==> config.mk <==
export PLATFORM = sky130hd
export DESIGN_NAME = fpsr_unit
export DESIGN_NICKNAME = d
export VERILOG_FILES = /design/src/rtl/fpsr_pkg.sv /design/src/rtl/fpsr_store.sv /design/src/rtl/fpsr_sticky.sv /design/src/rtl/fpsr_rnd.sv /design/src/rtl/fpsr_unit.sv
export SDC_FILE = /design/constraint.sdc
export NUM_CORES = 1
export LEC_CHECK = 0
export CORE_MARGIN = 2
export CORE_UTILIZATION = 36
export CTS_CLUSTER_SIZE = 10
export DETAILED_ROUTE_END_ITERATION = 16
export GPL_TIMING_DRIVEN = 1
export HOLD_SLACK_MARGIN = 0.1
export PLACE_DENSITY = 0.79
export SYNTH_ARGS = -nofsm -noshare
export SYNTH_HDL_FRONTEND = slang
export SYNTH_SLANG_ARGS = --single-unit
==> constraint.sdc <==
create_clock -name clk_i -period 1.6 [get_ports clk_i]
set_clock_uncertainty 0.1 [all_clocks]
set_input_delay 0.32 -clock clk_i [delete_from_list [all_inputs] [get_ports clk_i]]
set_output_delay 0.32 -clock clk_i [all_outputs]
set_load 0.01 [all_outputs]
==> src/rtl/fpsr_pkg.sv <==
package fpsr_pkg;
  localparam int DATA_W   = 32;
  localparam int FLAG_W   = 5;
  localparam int FLAG_LSB = 0;
  localparam int TRAP_LSB = 5;
  localparam int RND_W    = 3;
  localparam int RND_LSB  = 10;
  localparam int MODE_W   = 2;
  localparam logic [DATA_W-1:0] WR_MASK = 32'hF000_1FFF;

  typedef enum logic [MODE_W-1:0] {
    RND_NEAR_EVEN = 2'd0,
    RND_TO_ZERO   = 2'd1,
    RND_POS_INF   = 2'd2,
    RND_NEG_INF   = 2'd3
  } rnd_mode_e;

  function automatic logic rnd_code_ok(logic [RND_W-1:0] code);
    return code < RND_W'(1 << MODE_W);
  endfunction
endpackage

==> src/rtl/fpsr_store.sv <==
module fpsr_store #(
  parameter int DATA_W = 32,
  parameter logic [DATA_W-1:0] MASK = '1
) (
  input  logic              clk_i,
  input  logic              rst_ni,
  input  logic              wr_en_i,
  input  logic [DATA_W-1:0] wr_data_i,
  output logic [DATA_W-1:0] word_o
);
  always_ff @(posedge clk_i or negedge rst_ni) begin
    if (!rst_ni)      word_o <= '0;
    else if (wr_en_i) word_o <= wr_data_i & MASK;
  end

  assert_hold_R2: assert property (@(posedge clk_i) disable iff (!rst_ni)
    !wr_en_i |=> $stable(word_o));
  assert_unwritable_zero_R2: assert property (@(posedge clk_i) disable iff (!rst_ni)
    (word_o & ~MASK) == '0);
endmodule

==> src/rtl/fpsr_sticky.sv <==
module fpsr_sticky #(
  parameter int FLAG_W = 5
) (
  input  logic              clk_i,
  input  logic              rst_ni,
  input  logic              wr_en_i,
  input  logic [FLAG_W-1:0] load_i,
  input  logic [FLAG_W-1:0] exc_i,
  output logic [FLAG_W-1:0] flags_o
);
  // software write overrides same-cycle events
  always_ff @(posedge clk_i or negedge rst_ni) begin
    if (!rst_ni)      flags_o <= '0;
    else if (wr_en_i) flags_o <= load_i;
    else              flags_o <= flags_o | exc_i;
  end

  assert_sticky_R8: assert property (@(posedge clk_i) disable iff (!rst_ni)
    !wr_en_i |=> ((flags_o & $past(flags_o)) == $past(flags_o)));
  assert_reload_R7: assert property (@(posedge clk_i) disable iff (!rst_ni)
    wr_en_i |=> (flags_o == $past(load_i)));
endmodule

==> src/rtl/fpsr_rnd.sv <==
module fpsr_rnd
  import fpsr_pkg::*;
#(
  parameter int CODE_W = 3
) (
  input  logic              clk_i,
  input  logic              rst_ni,
  input  logic              wr_en_i,
  input  logic [CODE_W-1:0] new_code_i,
  input  logic [CODE_W-1:0] old_code_i,
  output rnd_mode_e         mode_o,
  output logic              err_o
);
  logic changed, code_ok;

  assign changed = wr_en_i && (new_code_i != old_code_i);
  assign code_ok = rnd_code_ok(new_code_i);

  always_ff @(posedge clk_i or negedge rst_ni) begin
    if (!rst_ni) begin
      mode_o <= RND_NEAR_EVEN;
      err_o  <= 1'b0;
    end else begin
      err_o <= changed && !code_ok;
      if (changed && code_ok) mode_o <= rnd_mode_e'(new_code_i[MODE_W-1:0]);
    end
  end

  assert_mode_hold_R6: assert property (@(posedge clk_i) disable iff (!rst_ni)
    !(wr_en_i && (new_code_i != old_code_i)) |=> ($stable(mode_o) && !err_o));
  assert_err_keeps_mode_R5: assert property (@(posedge clk_i) disable iff (!rst_ni)
    wr_en_i && !rnd_code_ok(new_code_i) |=> $stable(mode_o));
endmodule

==> src/rtl/fpsr_unit.sv <==
module fpsr_unit
  import fpsr_pkg::*;
#(
  parameter logic [DATA_W-1:0] MASK = WR_MASK
) (
  input  logic              clk_i,
  input  logic              rst_ni,
  input  logic              wr_en_i,
  input  logic [DATA_W-1:0] wr_data_i,
  input  logic [FLAG_W-1:0] exc_flags_i,
  output logic [DATA_W-1:0] rd_data_o,
  output logic [MODE_W-1:0] rnd_mode_o,
  output logic              rnd_err_o
);
  logic [DATA_W-1:0] word;
  logic [FLAG_W-1:0] flags;
  rnd_mode_e         mode;

  fpsr_store #(.DATA_W(DATA_W), .MASK(MASK)) u_store (
    .clk_i, .rst_ni, .wr_en_i, .wr_data_i, .word_o(word)
  );

  fpsr_sticky #(.FLAG_W(FLAG_W)) u_sticky (
    .clk_i, .rst_ni, .wr_en_i,
    .load_i (wr_data_i[TRAP_LSB +: FLAG_W]),
    .exc_i  (exc_flags_i),
    .flags_o(flags)
  );

  fpsr_rnd #(.CODE_W(RND_W)) u_rnd (
    .clk_i, .rst_ni, .wr_en_i,
    .new_code_i(wr_data_i[RND_LSB +: RND_W]),
    .old_code_i(word[RND_LSB +: RND_W]),
    .mode_o    (mode),
    .err_o     (rnd_err_o)
  );

  assign rnd_mode_o = mode;
  assign rd_data_o  = word | (DATA_W'(flags) << FLAG_LSB);

  assert_read_has_word_R3: assert property (@(posedge clk_i) disable iff (!rst_ni)
    (rd_data_o & word) == word);
endmodule

==> metrics.txt <==
drt first pass iters=4; CP max FO=2; initial antenna violation count=0; proportion of power drawn by flip-flops and latches=54.9%; Power Density=821 nW/um2; drt total wl=2.16 mm; Crit. End Element=output pin; cell with the most instances after synthesis=buf_4; Arr. time, crit path=1130 ps; Yosys top cell area share=52.7%; Max IR drop VDD=272 uV; crit path cell chain=or2_2, buf_2; vias in the first global route=831; Clock power frac=20.5%; crit path kind=register to output pin; Power, Total=1.33 mW; CTS Sinks=25; core area=3100 um2; Worst Path Required=1180 ps; complex-gate fraction of the synthesized area=6.01%; Final Max Tran Viols=0; Nets=189; post-synthesis cell type count=15; die height=61.4 um; first-pass GRT wire length=3.41 mm; worst r2r path cells=3; Post-Synth Adder-Cell Area=0%; FF-to-FF setup slack=60 ps; P&R area growth vs syn=36.6%; worst r2r src=u_store.word_o[11]; Post-Syn Area=1190 um2; final hold slack=265 ps; WP buf/inv=1; antenna-violating nets left=0; critical path startpoint=u_sticky.flags_o[0]; number of flops mapped to enable cells by yosys=0; Synth area leader=dfrtp_1; Yosys reg bits=25; Yosys warning count=0; remaining global-route overflow=0; Ports=75; clock buffer depth=2; final instance count without filler cells=192; total net switching power=352 uW; TritonCTS buffer count=3; ys async rst share=100%; clock latency on the worst-skew pair=300 ps; Post-route DRC=0; Cells after Synth=108; CP delay by family, top=flip-flops; die area=3770 um2; slowest CP cell=dfrtp_1; FF-to-FF End=u_rnd.mode_o[1]; Seq/Total Area, Yosys=52.7%; Starting Density=38.3%; Int Pwr=980 uW; IO buf count=44; status=finished, final reports clean; Post-Synth XOR/XNOR Area=1.48%; Leak=0.778 nW; final hold vios=0; worst slack, placed=-270 ps; Die Span X=61.4 um; Final Setup Violations=0; Startpoint Class=register; Inserted Diodes=0; Final Critical Period=1550 ps; Worst path max stage delay=400 ps; Via Count=795; Setup Total Neg Slack=0 ps; switching share of power=26.4%; share of cells above drive strength 1=25.0%; MaxCap Viol Count=0; TritonCTS clock tree=built; mux cell area share after synthesis=12.3%; Clock transition at path regs=130 ps; num rows=20; WL/cell=11.3 um; worst min-delay path class=input port to asynchronous set/reset pin; pin count of the biggest net entering global routing=26; final period utilization=96.9%; Max Freq=645 MHz; Combinational Power Share=24.6%; HPWL Detailed=1.70 mm; Mapped Avg Cell Area=11.0 um2; H-tree depth=1; main combinational cell family by area after synthesis=buffers and inverters; vias per cell=4.14; DRC violation total after the first TritonRoute iteration=30; GRT Total Usage=12.5%; Post-synth top cells=buf_4 (27), dfrtp_1 (25), mux2_2 (11), o21ai_0 (11), inv_1 (7); Placed Cells=186; Clock Tree Root=clkbuf_4; Synth Area in Simple Gates=6.85%; top cells by area, synth=dfrtp_1 (53%), buf_4 (17%), mux2_2 (10%); RePlAce Congestion=0.777; fin worst setup slack=49.1 ps; dominant synthesized flop cell=dfrtp_1
## cells by family (layout without fill, tap and decap cells)
group           Yosys count  count (layout)
buf+inv                  37              63
flops                    25              25
simple gates             18              18
mux                      13              13
compound gates           12              12
xor+xnor                  2               2
other cells               1              15
## what timing repair did
action                                  4_1_cts  5_1_grt
setup buffers                                 2        1
gates resized for setup                      34       11
hold buffers                                  0        0
pin swaps                                     0        1
endpoints found under the setup margin       19        5
## cell type report
| cell class | count | area [um2] |
|---|---|---|
| multi-input combinational | 60 | 412 |
| tap | 44 | 55.1 |
| clock buffer | 4 | 26.3 |
| sequential | 25 | 627 |
| inverter | 7 | 26.3 |
| timing repair buffer | 52 | 475 |
| fill | 310 | 1480 |
## cells in the final DEF, fill, tap and decap left out
| cell | count |
|---|---|
| buf_2 | 3 |
| buf_4 | 8 |
| buf_6 | 2 |
| clkbuf_1 | 1 |
| clkbuf_4 | 3 |
| clkdlybuf4s50_1 | 23 |
| conb_1 | 15 |
| dfrtp_1 | 24 |
| dfrtp_2 | 1 |
| dlygate4sd2_1 | 14 |
| dlymetal6s2s_1 | 2 |
| inv_1 | 7 |
| mux2_2 | 11 |
| mux2_4 | 2 |
| nand2_1 | 6 |
| nor2_1 | 6 |
| nor3_1 | 1 |
| o21ai_0 | 11 |
| o311ai_4 | 1 |
| or2_2 | 4 |
| or2_4 | 1 |
| xor2_1 | 1 |
| xor2_4 | 1 |
## worst max path at each step
stage / cells past startpoint / slack (ps) / endpoint
finish: 2 / 50 / rd_data_o[0]
global route: 2 / -0.2 / rd_data_o[2]
CTS: 4 / -10 / u_rnd.mode_o[1]
detailed placement: 4 / -270 / u_rnd.mode_o[1]
global placement: 4 / -260 / u_rnd.mode_o[1]
floorplan: 3 / 190 / u_rnd.mode_o[0]
## stage by stage
stage / utilization [%] / cell area, um2
2_1_floorplan: - / 1240
3_3_place_gp: 50.4 / 1570
3_5_place_dp: 50.4 / 1570
4_1_cts: 50.4 / 1560
5_1_grt: 52.3 / 1620
6_report: 52.3 / 1620
## power groups by stage
stage / combinational [mW] / sequential (mW) / clock (mW)
finish: 0.328 / 0.731 / 0.273
global route: 0.360 / 0.739 / 0.301
CTS: 0.306 / 0.727 / 0.289
detailed placement: 0.335 / 0.743 / 0
global placement: 0.327 / 0.738 / 0
floorplan: 0.194 / 0.740 / 0
## state kept, by name, indices dropped and copies added (netlist names)
name / cells
u_rnd.err_o: 1
u_store.word_o: 17
u_rnd.mode_o: 2
u_sticky.flags_o: 5
## worst register-to-register path: stages (launching register included)
cell and delay (ps):
dfrtp_2 470, xor2_4 200, o311ai_4 340, mux2_4 330
## per-layer routing
metal  up-vias  GRT usage [%]  wire [um]
met2        40           23.1       1080
met3         2           2.73        199
met1       372           13.8        872
li1        381              -          -
met5         -              0          0
met4         0           4.86         12
Note: power is estimated with default switching activity, not from simulation.
